[config.mk]
export PLATFORM = sky130hd
export DESIGN_NAME = flash_cmd_decoder
export DESIGN_NICKNAME = d
export VERILOG_FILES = /design/src/rtl/fcd_pkg.sv /design/src/rtl/fcd_bus_sampler.sv /design/src/rtl/fcd_pattern_match.sv /design/src/rtl/fcd_seq_fsm.sv /design/src/rtl/flash_cmd_decoder.sv
export SDC_FILE = /design/constraint.sdc
export NUM_CORES = 1
export LEC_CHECK = 0
export BUFFER_PORTS_ARGS = -buffer_cell sky130_fd_sc_hd__buf_2
export CAP_MARGIN = 10
export CORE_ASPECT_RATIO = 0.5
export CORE_MARGIN = 5
export CORE_UTILIZATION = 53
export CTS_CLUSTER_SIZE = 8
export DETAILED_ROUTE_END_ITERATION = 7
export PLACE_DENSITY = 0.79
export RECOVER_POWER = 50
export SYNTH_ARGS = -nofsm -noshare
export SYNTH_HDL_FRONTEND = slang
export SYNTH_SLANG_ARGS = --single-unit
export TNS_END_PERCENT = 5
[constraint.sdc]
create_clock -name clk -period 2.65 [get_ports clk]
set_clock_uncertainty 0.05 [all_clocks]
set_input_delay 0.53 -clock clk [delete_from_list [all_inputs] [get_ports clk]]
set_output_delay 0.53 -clock clk [all_outputs]
set_load 0.02 [all_outputs]
[src/rtl/fcd_pkg.sv]
package fcd_pkg;

  localparam int DATA_W = 8;

  typedef enum logic [2:0] {
    OP_RESET        = 3'd0,
    OP_AUTOSEL      = 3'd1,
    OP_PROGRAM      = 3'd2,
    OP_CHIP_ERASE   = 3'd3,
    OP_SECTOR_ERASE = 3'd4,
    OP_SUSPEND      = 3'd5,
    OP_RESUME       = 3'd6
  } op_e;

  typedef enum logic [2:0] {
    ST_IDLE,
    ST_UNL1,
    ST_UNL2,
    ST_PGM,
    ST_ERA0,
    ST_ERA1,
    ST_ERA2
  } step_e;

  // data byte codes, indexed by the constants below
  localparam int NCODE = 9;
  localparam int IX_KEY_A   = 0;
  localparam int IX_KEY_B   = 1;
  localparam int IX_RESET   = 2;
  localparam int IX_AUTOSEL = 3;
  localparam int IX_PGM     = 4;
  localparam int IX_ERASE   = 5;
  localparam int IX_CHIP    = 6;
  localparam int IX_SECT    = 7;
  localparam int IX_SUSP    = 8;

  localparam logic [DATA_W-1:0] CODE_LIST [NCODE] = '{
    8'hAA, 8'h55, 8'hF0, 8'h90, 8'hA0, 8'h80, 8'h10, 8'h30, 8'hB0
  };

  typedef struct packed {
    logic at_key_a;
    logic at_key_b;
    logic [NCODE-1:0] code_hit;
  } match_t;

endpackage

[src/rtl/fcd_bus_sampler.sv]
module fcd_bus_sampler
  import fcd_pkg::*;
#(
  parameter int ADDR_W = 19
) (
  input  logic              clk,
  input  logic              rst_n,
  input  logic              ce_n,
  input  logic              we_n,
  input  logic              oe_n,
  input  logic [ADDR_W-1:0] addr,
  input  logic [DATA_W-1:0] data_in,
  input  logic              inhibit,
  output logic              ev_valid,
  output logic [ADDR_W-1:0] ev_addr,
  output logic [DATA_W-1:0] ev_data
);

  logic wr_cond;
  logic released;
  logic armed;
  logic active;
  logic prev_active;

  assign released = ce_n | we_n;
  assign wr_cond  = ~ce_n & ~we_n & oe_n;
  assign active   = armed & wr_cond & ~inhibit;

  always_ff @(posedge clk) begin
    if (!rst_n) begin
      armed       <= 1'b0;
      prev_active <= 1'b0;
      ev_valid    <= 1'b0;
      ev_addr     <= '0;
      ev_data     <= '0;
    end else begin
      prev_active <= active;
      ev_valid    <= prev_active & ~active & released & ~inhibit;
      // arming needs a released pin; output enable falling mid-window disarms
      if (inhibit)
        armed <= 1'b0;
      else if (released)
        armed <= 1'b1;
      else if (prev_active & ~wr_cond)
        armed <= 1'b0;
      if (active & ~prev_active)
        ev_addr <= addr;
      if (active)
        ev_data <= data_in;
    end
  end

  // write events are at least two clocks apart
  p_event_gap_r14: assert property (@(posedge clk) disable iff (!rst_n)
    ev_valid |=> !ev_valid);

  // an event follows a clock where the window was closed by ce/we
  p_window_closed_r2: assert property (@(posedge clk) disable iff (!rst_n)
    ev_valid |-> $past(released));

endmodule

[src/rtl/fcd_pattern_match.sv]
module fcd_pattern_match
  import fcd_pkg::*;
#(
  parameter int              KEY_W = 15,
  parameter logic [KEY_W-1:0] KEY_A = 15'h5555,
  parameter logic [KEY_W-1:0] KEY_B = 15'h2AAA
) (
  input  logic [KEY_W-1:0]  key_addr,
  input  logic [DATA_W-1:0] ev_data,
  output match_t            m
);

  logic [NCODE-1:0] hit;

  for (genvar i = 0; i < NCODE; i++) begin : g_code
    assign hit[i] = (ev_data == CODE_LIST[i]);
  end

  always_comb begin
    m.at_key_a = (key_addr == KEY_A);
    m.at_key_b = (key_addr == KEY_B);
    m.code_hit = hit;
  end

  // data matches at most one code
  always_comb begin
    a_code_unique_r5: assert ($onehot0(hit));
  end

endmodule

[src/rtl/fcd_seq_fsm.sv]
module fcd_seq_fsm
  import fcd_pkg::*;
#(
  parameter int ADDR_W = 19,
  parameter int SECT_W = 3
) (
  input  logic              clk,
  input  logic              rst_n,
  input  logic              inhibit,
  input  logic              erase_active,
  input  logic              ev_valid,
  input  logic [ADDR_W-1:0] ev_addr,
  input  logic [DATA_W-1:0] ev_data,
  input  match_t            m,
  output logic              cmd_valid,
  output logic [2:0]        cmd_op,
  output logic [ADDR_W-1:0] cmd_addr,
  output logic [DATA_W-1:0] cmd_data,
  output logic [SECT_W-1:0] cmd_sector
);

  step_e st, nxt;
  logic  fire;
  op_e   op;
  logic  key1, key2;

  assign key1 = m.at_key_a & m.code_hit[IX_KEY_A];
  assign key2 = m.at_key_b & m.code_hit[IX_KEY_B];

  always_comb begin
    nxt  = st;
    fire = 1'b0;
    op   = OP_RESET;
    if (ev_valid) begin
      nxt = ST_IDLE;
      if (st == ST_PGM) begin
        fire = 1'b1;
        op   = OP_PROGRAM;
      end else if (m.code_hit[IX_RESET]) begin
        fire = 1'b1;
        op   = OP_RESET;
      end else begin
        case (st)
          ST_IDLE: begin
            if (erase_active && m.code_hit[IX_SUSP]) begin
              fire = 1'b1;
              op   = OP_SUSPEND;
            end else if (erase_active && m.code_hit[IX_SECT]) begin
              fire = 1'b1;
              op   = OP_RESUME;
            end else if (key1) begin
              nxt = ST_UNL1;
            end
          end
          ST_UNL1: if (key2) nxt = ST_UNL2;
          ST_UNL2: begin
            if (m.at_key_a) begin
              if (m.code_hit[IX_AUTOSEL]) begin
                fire = 1'b1;
                op   = OP_AUTOSEL;
              end else if (m.code_hit[IX_PGM]) begin
                nxt = ST_PGM;
              end else if (m.code_hit[IX_ERASE]) begin
                nxt = ST_ERA0;
              end
            end
          end
          ST_ERA0: if (key1) nxt = ST_ERA1;
          ST_ERA1: if (key2) nxt = ST_ERA2;
          ST_ERA2: begin
            if (m.at_key_a && m.code_hit[IX_CHIP]) begin
              fire = 1'b1;
              op   = OP_CHIP_ERASE;
            end else if (m.code_hit[IX_SECT]) begin
              fire = 1'b1;
              op   = OP_SECTOR_ERASE;
            end
          end
          default: nxt = ST_IDLE;
        endcase
      end
    end
  end

  always_ff @(posedge clk) begin
    if (!rst_n) begin
      st         <= ST_IDLE;
      cmd_valid  <= 1'b0;
      cmd_op     <= OP_RESET;
      cmd_addr   <= '0;
      cmd_data   <= '0;
      cmd_sector <= '0;
    end else if (inhibit) begin
      st        <= ST_IDLE;
      cmd_valid <= 1'b0;
    end else begin
      st        <= nxt;
      cmd_valid <= fire;
      if (fire) begin
        cmd_op     <= op;
        cmd_addr   <= ev_addr;
        cmd_data   <= ev_data;
        cmd_sector <= ev_addr[ADDR_W-1 -: SECT_W];
      end
    end
  end

  // command pulse lasts one clock
  p_pulse_single_r14: assert property (@(posedge clk) disable iff (!rst_n)
    cmd_valid |=> !cmd_valid);

  // inhibit leaves no command and the first step behind it
  p_inhibit_quiet_r12: assert property (@(posedge clk) disable iff (!rst_n)
    inhibit |=> (!cmd_valid && st == ST_IDLE));

  // every command stems from a write event
  p_cmd_from_event_r11: assert property (@(posedge clk) disable iff (!rst_n)
    cmd_valid |-> $past(ev_valid));

  // program data step is only entered from the command step
  p_pgm_entry_r6: assert property (@(posedge clk) disable iff (!rst_n)
    (st == ST_PGM && $past(st) != ST_PGM) |-> $past(st) == ST_UNL2);

  // final erase step is reached only through the second unlock
  p_erase_chain_r7: assert property (@(posedge clk) disable iff (!rst_n)
    (st == ST_ERA2 && $past(st) != ST_ERA2) |-> $past(st) == ST_ERA1);

  // op code stays inside the defined set
  p_op_legal_r5: assert property (@(posedge clk) disable iff (!rst_n)
    cmd_valid |-> cmd_op <= 3'd6);

endmodule

[src/rtl/flash_cmd_decoder.sv]
module flash_cmd_decoder
  import fcd_pkg::*;
#(
  parameter int ADDR_W = 19,
  parameter int SECT_W = 3,
  parameter int KEY_W  = 15,
  parameter logic [KEY_W-1:0] KEY_A = 15'h5555,
  parameter logic [KEY_W-1:0] KEY_B = 15'h2AAA
) (
  input  logic              clk,
  input  logic              rst_n,
  input  logic              ce_n,
  input  logic              we_n,
  input  logic              oe_n,
  input  logic [ADDR_W-1:0] addr,
  input  logic [7:0]        data_in,
  input  logic              inhibit,
  input  logic              erase_active,
  output logic              cmd_valid,
  output logic [2:0]        cmd_op,
  output logic [ADDR_W-1:0] cmd_addr,
  output logic [7:0]        cmd_data,
  output logic [SECT_W-1:0] cmd_sector
);

  logic              ev_valid;
  logic [ADDR_W-1:0] ev_addr;
  logic [DATA_W-1:0] ev_data;
  match_t            m;

  fcd_bus_sampler #(.ADDR_W(ADDR_W)) u_sampler (
    .clk      (clk),
    .rst_n    (rst_n),
    .ce_n     (ce_n),
    .we_n     (we_n),
    .oe_n     (oe_n),
    .addr     (addr),
    .data_in  (data_in),
    .inhibit  (inhibit),
    .ev_valid (ev_valid),
    .ev_addr  (ev_addr),
    .ev_data  (ev_data)
  );

  fcd_pattern_match #(.KEY_W(KEY_W), .KEY_A(KEY_A), .KEY_B(KEY_B)) u_match (
    .key_addr (ev_addr[KEY_W-1:0]),
    .ev_data  (ev_data),
    .m        (m)
  );

  fcd_seq_fsm #(.ADDR_W(ADDR_W), .SECT_W(SECT_W)) u_fsm (
    .clk          (clk),
    .rst_n        (rst_n),
    .inhibit      (inhibit),
    .erase_active (erase_active),
    .ev_valid     (ev_valid),
    .ev_addr      (ev_addr),
    .ev_data      (ev_data),
    .m            (m),
    .cmd_valid    (cmd_valid),
    .cmd_op       (cmd_op),
    .cmd_addr     (cmd_addr),
    .cmd_data     (cmd_data),
    .cmd_sector   (cmd_sector)
  );

  // no command pulse in the clock after inhibit, across both stages
  p_inhibit_blocks_r12: assert property (@(posedge clk) disable iff (!rst_n)
    inhibit |=> !cmd_valid);

endmodule

# Word level (Yosys, flattened, before mapping)
# Index checks and enable logic that the tools add are counted.
# totals
regBits	67
latchBits	0
ram_bits	0
rom_bits	0
inputBits	34
out_inout_bits	34
memories	0
# classes
add_sub_neg	0
mul	0
div_mod_pow	0
order_cmp	0
n_eq_ne	17
shifts	0
n_mux	35
n_bitwise	19
n_reduce_logical	7
# op_table
operator	n
$mux W3	18
$eq A8 B8 Y1 const B	6
$eq A15 B14 Y1 const B	1
$eq A15 B15 Y1 const B	1
$pmux W3 S5	1
$mux W1	13
$and A1 B1 Y1	11
$eq A3 B3 Y1 const B	3
$pmux W3 S3	1
$eq A8 B5 Y1 const B	1
$eq A8 B6 Y1 const B	1
$eq A8 B7 Y1 const B	1
$not A1 Y1	7
$eq A3 B2 Y1 const B	2
$eq A3 B1 Y1 const B	1
$logic_and A1 B1 Y1	3
$logic_not A3 Y1	1
$pmux W1 S3	1
$mux W2	1
$reduce_and A2 Y1	1
$reduce_bool A2 Y1	1
$reduce_or A2 Y1	1
$or A1 B1 Y1	1

# Longest topological paths before layout
# depth
word_depth	9
mapped_depth	8
ltp_nobuf	5

# By module
# A second synthesis with hierarchy kept.
# unflattened
hier_cells	346
hier_area_um2	3103.0
# by_module_without_submodules
module	n_inst	cells_each	area_each_um2
fcd_seq_fsm	1	188	1671.6
fcd_bus_sampler	1	130	1221.2
fcd_pattern_match	1	28	210.2

# Least setup slack after synthesis
# No wires, ideal clock.
# synth_timing
path_kind	in2reg
start	in we_n
end	reg u_sampler.ev_addr[10]
arrival_time_ps	1845
path_slack_ps	684
cell_stages	7
path_buffers	2
path_cell_list	nor2_1 > nand4b_1 > buf_2 > nor2_1 > clkbuf_1 > nand2_1 > a21oi_1
# synth_via
elab_chain_len	6
# synth_lines
item	line_no	text
from (decl)	flash_cmd_decoder.sv:13	input logic we_n,
$not A1 Y1	fcd_bus_sampler.sv:26	assign wr_cond = ~ce_n & ~we_n & oe_n;
$and A1 B1 Y1 (2 in a row)	fcd_bus_sampler.sv:26	
$and A1 B1 Y1 (2 in a row)	fcd_bus_sampler.sv:27	assign active = armed & wr_cond & ~inhibit;
$and A1 B1 Y1	fcd_bus_sampler.sv:46	if (active & ~prev_active)
to (signal assigned)	fcd_bus_sampler.sv:47	ev_addr <= addr;
to (decl)	fcd_bus_sampler.sv:15	output logic [ADDR_W-1:0] ev_addr,
# Every way passes these cells.
# A chain may end at the register's enable or synchronous reset.

# Worst setup path in the final report
# layout_timing
start	reg u_sampler.ev_data[0]
end	reg u_fsm.cmd_addr[0]
# layout_via
elab_chain_len	9
word_cells_on_any_way	19
cone_classes	5 x eq/ne; 10 x mux; 4 x reduce/logical
# layout_lines
item	line_no	text
from (decl)	fcd_bus_sampler.sv:16	output logic [DATA_W-1:0] ev_data
from (signal assigned)	fcd_bus_sampler.sv:49	ev_data <= data_in;
$eq A8 B6 Y1	fcd_pattern_match.sv:16	assign hit[i] = (ev_data == CODE_LIST[i]);
$logic_and A1 B1 Y1	fcd_seq_fsm.sv:48	end else if (erase_active && m.code_hit[IX_SECT]) begin
$mux W1	fcd_seq_fsm.sv:48	
$mux W1	fcd_seq_fsm.sv:45	if (erase_active && m.code_hit[IX_SUSP]) begin
$pmux W1 S3	fcd_seq_fsm.sv:43	case (st)
$mux W1 *	fcd_seq_fsm.sv:39	end else if (m.code_hit[IX_RESET]) begin
$mux W1 *	fcd_seq_fsm.sv:36	if (st == ST_PGM) begin
$mux W1 *	fcd_seq_fsm.sv:34	if (ev_valid) begin
$reduce_and A2 Y1 (no source line) *	-	
to (signal assigned)	fcd_seq_fsm.sv:101	cmd_addr <= ev_addr;
to (decl)	fcd_seq_fsm.sv:17	output logic [ADDR_W-1:0] cmd_addr,
# Every way passes the cells marked *; elsewhere a longest branch is shown, timed or not.

==> metrics.md <==
| Metric | Value |
|---|---|
| Status | finished, final reports clean |
| Synth area leaders | dfxtp_1, nand2_1, mux2i_1 |
| CTS resizes | 0 |
| Nets@finish | 422 |
| Vias in the first global route | 2350 |
| Cell family with most CP delay | simple AND/OR/NAND/NOR gates |
| Adder-cell share of the synthesized area | 0% |
| Syn_area_per_cell | 8.48 µm² |
| Root Buffer | clkbuf_8 |
| Crit path max fanout | 29 |
| Final Core Density | 66.5% |
| CP max stage delay | 0.49 ns |
| Die Area | 6860 µm² |
| Worst setup EP type | register |
| Initial antenna violation count | 0 |
| Setup repair after global routing missed its margin | false |
| Minimum clock period | 2.28 ns |
| Syn Nets | 361 |
| Clock Path Buffers | 2 |
| Clock latency on the worst-skew pair | 0.35 ns |
| First drt pass iteration count | 4 |
| Most frequent cells in the layout | nand2_1, dfxtp_1, mux2i_1 |
| Yosys cell types | 37 |
| Vias per Instance | 5.38 |
| Pin count of the biggest net entering global routing | 32 |
| Post-Route Setup TNS | 0 ns |
| Sink Count | 64 |
| Lkg Pwr | 1.16 nW |
| PwrDens | 618 nW/µm² |
| Worst vdd ir | 0.312 mV |
| Max frequency | 0.439 GHz |
| Yosys warns | 0 |
| Fillers | 455 |
| Core Area | 5000 µm² |
| Slowest CP cell | nor4_1 |
| Post-route clock period utilization | 86.0% |
| Port Buffer Count | 67 |
| First-pass GRT wire length | 11.3 mm |
| Yosys top cell area share | 46.2% |
| Worst Setup Start Kind | register |
| Post-synthesis xor/xnor area fraction | 0.316% |
| Worst-path clk slew | 0.07 ns |
| Final Hold Viols | 0 |
| Largest family of logic cells by synthesized area | simple AND/OR/NAND/NOR gates |
| Die span in x | 112 µm |
| Setup violations, final | 0 |
| Post-synthesis sequential area ratio | 46.2% |
| Num CTS Buffers | 9 |
| TritonCTS clock tree | built |
| Hold/Removal Path Class | input port to register |
| Remaining antenna violation count | 0 |
| Simple-gate area share of the yosys netlist | 27.6% |
| Cells after Synth | 327 |
| Commonest non-fill, non-tap cell in the layout | nand2_1 |
| Routed WL per cell | 15.2 µm |
| Cell area after synthesis | 2770 µm² |
| Mux share of post-synthesis cell area | 13.0% |
| Share of cells above drive strength 1 | 13.7% |
| Synth Area in Compound Gates | 8.26% |
| I/O Pins | 68 |
| Detail Placement HPWL | 5.00 mm |
| Tot GR Track Use | 21.5% |
| Starting Density | 55.4% |
| Hold buffer count at CTS | 0 |
| Max Cap Viol | 0 |
| Number of diodes | 0 |
| Kind of critical path | register to register |
| RD Place Congestion | 0.846 |
| Worst slew pin tran | 0.894 ns |
| Row count | 18 |
| Yosys reg bits | 64 |
| H-Tree Level Count | 3 |
| Grt total ovfl | 0 |
| Die H | 61.1 µm |
| Final Max Tran Viols | 0 |
| Post-CTS Setup Bufs | 0 |
| Crit-path cells | nor4b_1 -> nand4_1 -> nor4_1 -> o21a_1 -> buf_12 -> mux2i_1 |
| WP data arrival | 2.50 ns |
| # DRC | 0 |
| Synth area leader | dfxtp_1 |
| P&R area growth vs syn | 19.9% |
| DR vias | 2493 |
| Worst rel slew slack | 40.3% |
| Worst path required time | 2.88 ns |
| Iter 0 DRT Violations | 138 |
| Routed wire length | 7.05 mm |
| CP bufs+invs | 1 |
## final cells by class
class / instances / area (µm²) / area share, %
Tap cell: 70 / 87.6 / 2.64
Multi-Input combinational cell: 238 / 1360 / 41.0
Inverter: 4 / 15.0 / 0.452
Timing Repair Buffer: 71 / 332 / 9.98
Clock buffer: 9 / 124 / 3.73
Sequential cell: 64 / 1280 / 38.6
Clock inverter: 7 / 120 / 3.61
## cell usage after synthesis
library cell and n:
a221oi_2 1, buf_4 4, nor4_1 5, o21ai_1 3
nor2b_1 5, o211ai_1 1, o21ai_0 4, dfxtp_1 64
or4b_1 1, nand3b_1 3, nand2b_1 3, and4_1 1
buf_2 2, clkbuf_1 12, nand2_1 103, and3b_1 1
nand3_1 3, nor2_1 17, buf_6 2, nor3_1 4
a2bb2oi_1 1, buf_1 1, nor4bb_1 5, mux2i_1 36
nand4bb_1 1, nor3b_1 1, or4_4 1, inv_1 4
a2111oi_0 1, nand4b_1 3, a31oi_1 1, o221a_1 2
o21a_1 2, nor4b_1 2, a21oi_1 22, xor2_1 1
nand4_1 4
## layer usage
layer	track usage, %	vias up	part of all wire [%]
li1	-	1231	-
met1	27.0	1171	48
met2	34.9	79	44
met3	7.95	12	6.6
met4	8.22	0	1.3
met5	0	-	0
## path summary, 6_finish.rpt
kind / startpoint / end / slack [ns] / depth (start not counted)
setup / recovery: u_sampler.ev_data[0] / u_fsm.cmd_addr[0] / 0.37 / 6
hold / removal: addr[4] / u_sampler.ev_addr[4] / 0.36 / 3
hold reg to reg: u_fsm.cmd_addr[3] / u_fsm.cmd_addr[3] / 0.41 / 2
setup reg to reg: u_sampler.ev_data[0] / u_fsm.cmd_addr[0] / 0.37 / 6
## where the power goes
group          internal, mW  total [mW]  switching (mW)  leakage, nW
clock network         0.626        1.02           0.397        0.119
registers             0.965       0.969         0.00411        0.516
logic                0.0253      0.0624          0.0371        0.523
## stage by stage
| stage | hold WS, ns | setup slack (ns) | area (µm²) | power [mW] | instances |
|---|---|---|---|---|---|
| 2_1_floorplan | 0.387 | 0.684 | 2770 | 1.02 | 327 |
| 3_3_place_gp | 0.388 | 0.549 | 3130 | 1.05 | 447 |
| 3_5_place_dp | 0.395 | 0.465 | 3130 | 1.05 | 447 |
| 4_1_cts | 0.349 | 0.434 | 3370 | 2.06 | 463 |
| 5_1_grt | 0.359 | 0.214 | 3320 | 2.12 | 463 |
| 6_report | 0.359 | 0.372 | 3320 | 2.05 | 463 |
## worst reg2reg max path: cells and delay by family, from the launching register on
family,cells,cell delay (ns)
and+or+nand+nor,3,1.06
buffers and inverters,1,0.24
DFF,1,0.39
AOI/OAI and AO/OA,1,0.22
muxes,1,0.24
## state kept, by name (all words and copies together) (netlist names), 2 cells and up
register and flops:
u_fsm.cmd_addr 17, u_sampler.ev_data 8, u_fsm.st 3, u_fsm.cmd_op 3, u_fsm.cmd_data 8, u_fsm.cmd_sector 2
u_sampler.ev_addr 19
## kinds of logic after synthesis
logic type | Yosys count
XOR/XNOR | 1
multiplexers | 36
AO/OA/AOI/OAI | 38
buffers and inverters | 25
AND/OR/NAND/NOR | 163
flip-flops | 64
(Power assumes the default switching activity.)
